**src/rtl/interlock_pkg.sv**
```systemverilog
package interlock_pkg;

    // Which drain operation takes effect this cycle, after priority.
    typedef enum logic [1:0] {
        DRAIN_NONE  = 2'd0,
        DRAIN_FENCE = 2'd1,
        DRAIN_ANNUL = 2'd2,
        DRAIN_FLUSH = 2'd3
    } drain_e;

    // Outcome of an acquire request.
    typedef enum logic [2:0] {
        ACQ_IDLE   = 3'd0,
        ACQ_GRANT  = 3'd1,
        ACQ_DENY   = 3'd2,
        ACQ_FULL   = 3'd3,
        ACQ_DOUBLE = 3'd4
    } acq_res_e;

endpackage

```
**src/rtl/drain_arbiter.sv**
```systemverilog
module drain_arbiter
    import interlock_pkg::*;
(
    input  logic   flush_valid,
    input  logic   annul_valid,
    input  logic   fence_commit,
    output drain_e drain
);

    // Flush discards everything, annulment wins over fence.
    always_comb begin
        if (flush_valid)       drain = DRAIN_FLUSH;
        else if (annul_valid)  drain = DRAIN_ANNUL;
        else if (fence_commit) drain = DRAIN_FENCE;
        else                   drain = DRAIN_NONE;
    end

endmodule

```
**src/rtl/release_queue.sv**
```systemverilog
module release_queue
    import interlock_pkg::*;
#(
    parameter  int ADDR_W = 32,
    parameter  int DEPTH  = 4,
    localparam int CNT_W  = $clog2(DEPTH + 1)
) (
    input  logic                         clk,
    input  logic                         rst_n,
    input  drain_e                       drain,
    input  logic                         push_valid,
    input  logic [ADDR_W-1:0]            push_addr,
    output logic [DEPTH-1:0][ADDR_W-1:0] q_addr,
    output logic [CNT_W-1:0]             q_count,
    output logic                         overflow_err
);

    typedef struct packed {
        logic [DEPTH-1:0][ADDR_W-1:0] slot;
        logic [CNT_W-1:0]             cnt;
        logic                         ovf;
    } rq_t;

    rq_t s_d, s_q;

    always_comb begin
        s_d = s_q;

        // Fence and flush empty the list. An annulment samples the count,
        // conceptually appends the annulled lock at that index, releases from
        // the sampled index onward and restores the count. The net effect on
        // the list is none, so entries of a half-committed atomic survive.
        case (drain)
            DRAIN_FLUSH, DRAIN_FENCE: s_d.cnt = '0;
            default: ;
        endcase

        // A load commit appends after the drain. Under a flush it is lost.
        if (push_valid && (drain != DRAIN_FLUSH)) begin
            if (s_d.cnt == CNT_W'(DEPTH)) begin
                s_d.ovf = 1'b1;
            end else begin
                for (int j = 0; j < DEPTH; j++) begin
                    if (CNT_W'(j) == s_d.cnt) s_d.slot[j] = push_addr;
                end
                s_d.cnt = s_d.cnt + 1'b1;
            end
        end
    end

    always_ff @(posedge clk) begin
        if (!rst_n) s_q <= '0;
        else        s_q <= s_d;
    end

    assign q_addr       = s_q.slot;
    assign q_count      = s_q.cnt;
    assign overflow_err = s_q.ovf;

endmodule

```
**src/rtl/interlock_table.sv**
```systemverilog
module interlock_table
    import interlock_pkg::*;
#(
    parameter  int ADDR_W  = 32,
    parameter  int CORE_W  = 2,
    parameter  int ENTRIES = 8,
    parameter  int DEPTH   = 4,
    localparam int IDX_W   = $clog2(ENTRIES),
    localparam int CNT_W   = $clog2(DEPTH + 1)
) (
    input  logic                         clk,
    input  logic                         rst_n,
    input  drain_e                       drain,
    input  logic [CORE_W-1:0]            flush_core,
    input  logic                         annul_held,
    input  logic [ADDR_W-1:0]            annul_addr,
    input  logic [DEPTH-1:0][ADDR_W-1:0] q_addr,
    input  logic [CNT_W-1:0]             q_count,
    input  logic                         acq_valid,
    input  logic [ADDR_W-1:0]            acq_addr,
    input  logic [CORE_W-1:0]            acq_core,
    output acq_res_e                     acq_result,
    output logic                         double_err
);

    typedef struct packed {
        logic              valid;
        logic [ADDR_W-1:0] addr;
        logic [CORE_W-1:0] owner;
    } ent_t;

    typedef struct packed {
        ent_t [ENTRIES-1:0] ent;
        logic               dbl;
    } tbl_t;

    tbl_t s_d, s_q;

    logic [ENTRIES-1:0] rel;
    logic [ENTRIES-1:0] live;
    logic               hit_any;
    logic               hit_same;
    logic               free_any;
    logic [IDX_W-1:0]   free_idx;
    acq_res_e           res;

    always_comb begin
        s_d = s_q;

        // Release mask from start-of-cycle state.
        for (int i = 0; i < ENTRIES; i++) begin
            rel[i] = 1'b0;
            case (drain)
                DRAIN_FLUSH: rel[i] = (s_q.ent[i].owner == flush_core);
                DRAIN_ANNUL: rel[i] = annul_held && (s_q.ent[i].addr == annul_addr);
                DRAIN_FENCE: begin
                    for (int j = 0; j < DEPTH; j++) begin
                        if ((j < int'(q_count)) && (q_addr[j] == s_q.ent[i].addr)) rel[i] = 1'b1;
                    end
                end
                default: ;
            endcase
            rel[i]  = rel[i] & s_q.ent[i].valid;
            live[i] = s_q.ent[i].valid & ~rel[i];
        end

        // Acquire sees the table after this cycle's releases.
        hit_any  = 1'b0;
        hit_same = 1'b0;
        free_any = 1'b0;
        free_idx = '0;
        for (int i = 0; i < ENTRIES; i++) begin
            if (live[i] && (s_q.ent[i].addr == acq_addr)) begin
                hit_any  = 1'b1;
                hit_same = (s_q.ent[i].owner == acq_core);
            end
            if (!live[i] && !free_any) begin
                free_any = 1'b1;
                free_idx = IDX_W'(i);
            end
        end

        if (!acq_valid)     res = ACQ_IDLE;
        else if (hit_any)   res = hit_same ? ACQ_DOUBLE : ACQ_DENY;
        else if (!free_any) res = ACQ_FULL;
        else                res = ACQ_GRANT;

        for (int i = 0; i < ENTRIES; i++) s_d.ent[i].valid = live[i];

        if (res == ACQ_GRANT) begin
            for (int i = 0; i < ENTRIES; i++) begin
                if (IDX_W'(i) == free_idx) begin
                    s_d.ent[i].valid = 1'b1;
                    s_d.ent[i].addr  = acq_addr;
                    s_d.ent[i].owner = acq_core;
                end
            end
        end

        if (res == ACQ_DOUBLE) s_d.dbl = 1'b1;
    end

    always_ff @(posedge clk) begin
        if (!rst_n) s_q <= '0;
        else        s_q <= s_d;
    end

    assign acq_result = res;
    assign double_err = s_q.dbl;

endmodule

```
**src/rtl/interlock_rmw_unit.sv**
```systemverilog
module interlock_rmw_unit
    import interlock_pkg::*;
#(
    parameter  int ADDR_W       = 32,
    parameter  int CORE_W       = 2,
    parameter  int LOCK_ENTRIES = 8,
    parameter  int REL_DEPTH    = 4,
    localparam int CNT_W        = $clog2(REL_DEPTH + 1)
) (
    input  logic              clk,
    input  logic              rst_n,
    input  logic              acq_valid,
    input  logic [ADDR_W-1:0] acq_addr,
    input  logic [CORE_W-1:0] acq_core,
    output logic              acq_grant,
    output logic              acq_deny,
    output logic              acq_full,
    input  logic              ld_commit_valid,
    input  logic [ADDR_W-1:0] ld_commit_addr,
    input  logic              fence_commit,
    input  logic              annul_valid,
    input  logic              annul_held_lock,
    input  logic [ADDR_W-1:0] annul_addr,
    input  logic              flush_valid,
    input  logic [CORE_W-1:0] flush_core,
    output logic [CNT_W-1:0]  rel_count,
    output logic              err_double,
    output logic              err_overflow
);

    drain_e                           drain;
    logic [REL_DEPTH-1:0][ADDR_W-1:0] q_addr;
    logic [CNT_W-1:0]                 q_count;
    acq_res_e                         acq_result;

    drain_arbiter u_arb (
        .flush_valid  (flush_valid),
        .annul_valid  (annul_valid),
        .fence_commit (fence_commit),
        .drain        (drain)
    );

    release_queue #(
        .ADDR_W (ADDR_W),
        .DEPTH  (REL_DEPTH)
    ) u_rq (
        .clk          (clk),
        .rst_n        (rst_n),
        .drain        (drain),
        .push_valid   (ld_commit_valid),
        .push_addr    (ld_commit_addr),
        .q_addr       (q_addr),
        .q_count      (q_count),
        .overflow_err (err_overflow)
    );

    interlock_table #(
        .ADDR_W  (ADDR_W),
        .CORE_W  (CORE_W),
        .ENTRIES (LOCK_ENTRIES),
        .DEPTH   (REL_DEPTH)
    ) u_tbl (
        .clk        (clk),
        .rst_n      (rst_n),
        .drain      (drain),
        .flush_core (flush_core),
        .annul_held (annul_held_lock),
        .annul_addr (annul_addr),
        .q_addr     (q_addr),
        .q_count    (q_count),
        .acq_valid  (acq_valid),
        .acq_addr   (acq_addr),
        .acq_core   (acq_core),
        .acq_result (acq_result),
        .double_err (err_double)
    );

    assign acq_grant = (acq_result == ACQ_GRANT);
    assign acq_deny  = (acq_result == ACQ_DENY);
    assign acq_full  = (acq_result == ACQ_FULL);
    assign rel_count = q_count;

endmodule

```
**config.mk**
```make
export PLATFORM = sky130hd
export DESIGN_NAME = interlock_rmw_unit
export DESIGN_NICKNAME = d
export VERILOG_FILES = /design/src/rtl/interlock_pkg.sv /design/src/rtl/drain_arbiter.sv /design/src/rtl/release_queue.sv /design/src/rtl/interlock_table.sv /design/src/rtl/interlock_rmw_unit.sv
export SDC_FILE = /design/constraint.sdc
export NUM_CORES = 2
export LEC_CHECK = 0
export ABC_AREA = 1
export CAP_MARGIN = 15
export CELL_PAD_IN_SITES_DETAIL_PLACEMENT = 1
export CELL_PAD_IN_SITES_GLOBAL_PLACEMENT = 2
export CORE_UTILIZATION = 37
export DETAILED_ROUTE_END_ITERATION = 6
export HOLD_SLACK_MARGIN = 0.02
export PLACE_DENSITY = 0.95
export SLEW_MARGIN = 30
export SYNTH_ARGS = -nofsm -noshare
export SYNTH_HDL_FRONTEND = slang
export SYNTH_SLANG_ARGS = --single-unit
```
**constraint.sdc**
```tcl
create_clock -name clk -period 7.3 [get_ports clk]
set_input_delay 0.73 -clock clk [delete_from_list [all_inputs] [get_ports clk]]
set_output_delay 0.73 -clock clk [all_outputs]
set_load 0.01 [all_outputs]
```
==> impl_metrics.env <==
export IMPL_hold_buffers=0
export IMPL_synth_async_sr_flop_share_pct=0
export IMPL_ys_seq_area_share_pct=21.60
export IMPL_synth_edf_count=0
export IMPL_tightest_slew_ps=1330
export IMPL_crit_path_top_delay_cell="nor3_1"
export IMPL_arrival_ps=5520
export IMPL_fmax_mhz=159.9
export IMPL_fin_nets=6149
export IMPL_via_per_inst=6.267
export IMPL_core_area_um2=102200
export IMPL_end_kind="output pin"
export IMPL_hp_start="u_tbl.double_err$_SDFFE_PN0N_"
export IMPL_avgSynthCellArea_um2=5.950
export IMPL_synth_area_um2=38280
export IMPL_layout_commonest_cell="nand2_1"
export IMPL_initial_core_util_pct=37.46
export IMPL_syn_num_nets=6547
export IMPL_critPathBufInv=3
export IMPL_min_to="u_tbl.double_err$_SDFFE_PN0N_"
export IMPL_wl_per_cell_um=34.30
export IMPL_drt_iter0_markers=7151
export IMPL_track_usage_pct=47.62
export IMPL_synth_top_area_cell="dfxtp_1"
export IMPL_utilization_pct=39.46
export IMPL_r2r_start="u_tbl.s_q[195]$_SDFFE_PN0P_"
export IMPL_worstPathCellList="clkdlybuf4s50_1 > inv_1 > nor2_1 > nor3_1 > nand2_1 > nor3_1 > nand4_1 > nor2_1 > nand4_1 > nand2_1 > nor2_1 > nor2_1 > nand2_1 > nand2_1 > nand2_1 > nand2_1 > nand2_1 > a21oi_1 > clkdlybuf4s50_1"
export IMPL_cp_max_fo=15
export IMPL_dpl_cell_area_um2=38530
export IMPL_final_layout_size_suffix_gt1_share_pct=4.295
export IMPL_min_path_cells=2
export IMPL_final_area_um2=40320
export IMPL_grt_max_degree=189
export IMPL_synthCells=6434
export IMPL_timing_final_crit_share_pct=85.68
export IMPL_die_h_um=323.7
export IMPL_holdWs_ps=460.4
export IMPL_cts_buffer_depth=3
export IMPL_ant_nets=0
export IMPL_yosysWarnings=0
export IMPL_path_clk_slew_ps=60
export IMPL_cts_setup_buffers=0
export IMPL_drc_errors=0
export IMPL_relSlewSlack_pct=10.54
export IMPL_synthTopCellsByArea="dfxtp_1, nand2_1, nor2_1"
export IMPL_drtPass1Iterations=6
export IMPL_cp_common_cell="nand2_1"
export IMPL_syn_to_final_growth_pct=5.334
export IMPL_die_w_um=323.7
export IMPL_die_area_um2=104800
export IMPL_final_cell_mix="nand2_1, nor2_1, nand3_1"
export IMPL_critical_path_top_delay_family="simple AND/OR/NAND/NOR gates"
export IMPL_cts_buffers_inserted=53
export IMPL_synth_cell_types=47
export IMPL_total_power_uw=6835
export IMPL_filler_cell_count=13760
export IMPL_maxSlewViolCount=0
export IMPL_via_count=46710
export IMPL_grt_pass1_vias=43820
export IMPL_finalHoldViolCount=0
export IMPL_hpwlAfterDp_mm=196.6
export IMPL_clkLatencyLatePin_ps=680
export IMPL_powerDensity_nw_per_um2=169.5
export IMPL_maxCapViolCount=0
export IMPL_reg2reg_depth=22
export IMPL_grt_pass1_wl_mm=350.3
export IMPL_reg2reg_to="u_tbl.s_q[194]$_SDFFE_PN0P_"
export IMPL_worstPathRequired_ps=6570
export IMPL_clock_sinks=413
export IMPL_p_leak_uw=0.01676
export IMPL_ctsResizeCount=0
export IMPL_io_buffers=115
export IMPL_rrSetupSlack_ps=1870
export IMPL_crit_type="input port to output pin"
export IMPL_cts_tree="yes"
export IMPL_finalWirelength_mm=255.6
export IMPL_status="complete, no violations"
export IMPL_grt_overflow=0
export IMPL_ys_ff_latch=413
export IMPL_hold_path_class="flip-flop to flip-flop"
export IMPL_rsz0062_at_grt="false"
export IMPL_setup_tns_ps=0
export IMPL_pin_count=116
export IMPL_fp_row_count=117
export IMPL_crit_path_start_kind="input port"
export IMPL_fin_skew_ps=31.78
export IMPL_period_needed_ps=6255
export IMPL_critical_path_max_stage_delay_ps=890
export IMPL_root_buffer="clkbuf_16"
export IMPL_synthFlopType="dfxtp_1"
export IMPL_antenna_found_initial=17
export IMPL_peakVddDrop_mv=0.1722
export IMPL_setup_violations=0
export IMPL_cts_max_level=2
export IMPL_routabilityCongestion=1.153
export IMPL_yosysTopAreaCellShare_pct=21.60
## flip-flops by register name (all words and copies together) (netlist names)
register and flops:
u_rq.overflow_err 1, u_rq.q_addr 128, u_rq.q_count 3, u_tbl.double_err 1, u_tbl.s_q 280
## metal layers
metal	up-vias	share of wire, %	routed length [um]	global-route usage, %
met5	-	0.094	241	0.8333
met4	22	8.0	20360	31.78
met3	759	11	28950	10.53
met2	3171	41	104700	69.91
met1	23140	40	101300	62.08
li1	19610	-	-	-
## logic make-up after synthesis
| family | Yosys count | share of synthesized area [%] |
|---|---|---|
| xor+xnor | 712 | 16.29 |
| fa+ha+maj | 5 | 0.1634 |
| buf+inv | 1069 | 12.68 |
| simple gates | 3512 | 38.68 |
| flops | 413 | 21.60 |
| compound gates | 723 | 10.58 |
## Yosys cell counts, types with 44 or more instances
cell type	count
a21oi_1	250
buf_2	447
buf_4	44
clkbuf_1	92
dfxtp_1	413
inv_1	390
inv_2	50
nand2_1	1594
nand3_1	442
nand4_1	219
nor2_1	1089
nor3_1	87
o21ai_0	195
o22ai_1	227
xnor2_1	403
xor2_1	309
## metrics by stage
stage	instances	setup WS [ps]
after global routing	7446	1082
after CTS	7445	1253
after floorplan	6434	4117
after detailed placement	7349	1258
after global placement	7348	714.0
final	7453	1045
## cell type report
cell class                      count  area (um^2)  area share (%)
Multi-Input combinational cell   4952        25250           62.63
Sequential cell                   413         8268           20.50
Tap cell                         1368         1712           4.245
Inverter                          447         1680           4.167
Timing Repair Buffer              169         1637           4.059
Clock buffer                       71         1464           3.630
Clock inverter                     25        289.0          0.7168
Antenna cell                        8        20.02         0.04965
## how the worst max path moves through the flow
stage	startpoint	to	slack (ps)	depth (start not counted)
after floorplan	annul_addr[17]	acq_full	4120	15
after detailed placement	acq_addr[3]	acq_deny	1260	16
after CTS	acq_addr[3]	acq_deny	1250	16
final	acq_addr[15]	acq_deny	1050	19
after global placement	acq_addr[5]	acq_deny	710	19
after global routing	acq_addr[15]	acq_deny	1080	19
## power by group
part / total (uW) / internal (uW) / leakage, uW / switching [uW]
logic: 1540 / 441 / 0.0126 / 1100
registers: 2530 / 2310 / 0.00335 / 224
clock network: 2760 / 1590 / 0.000850 / 1170
## worst min-delay path: cells and delay by family, from the launching register on
family | cells | cell delay [ps]
buf+inv | 1 | 50
compound gates | 1 | 50
flops | 1 | 310
Power figures use the tool's default switching activity.
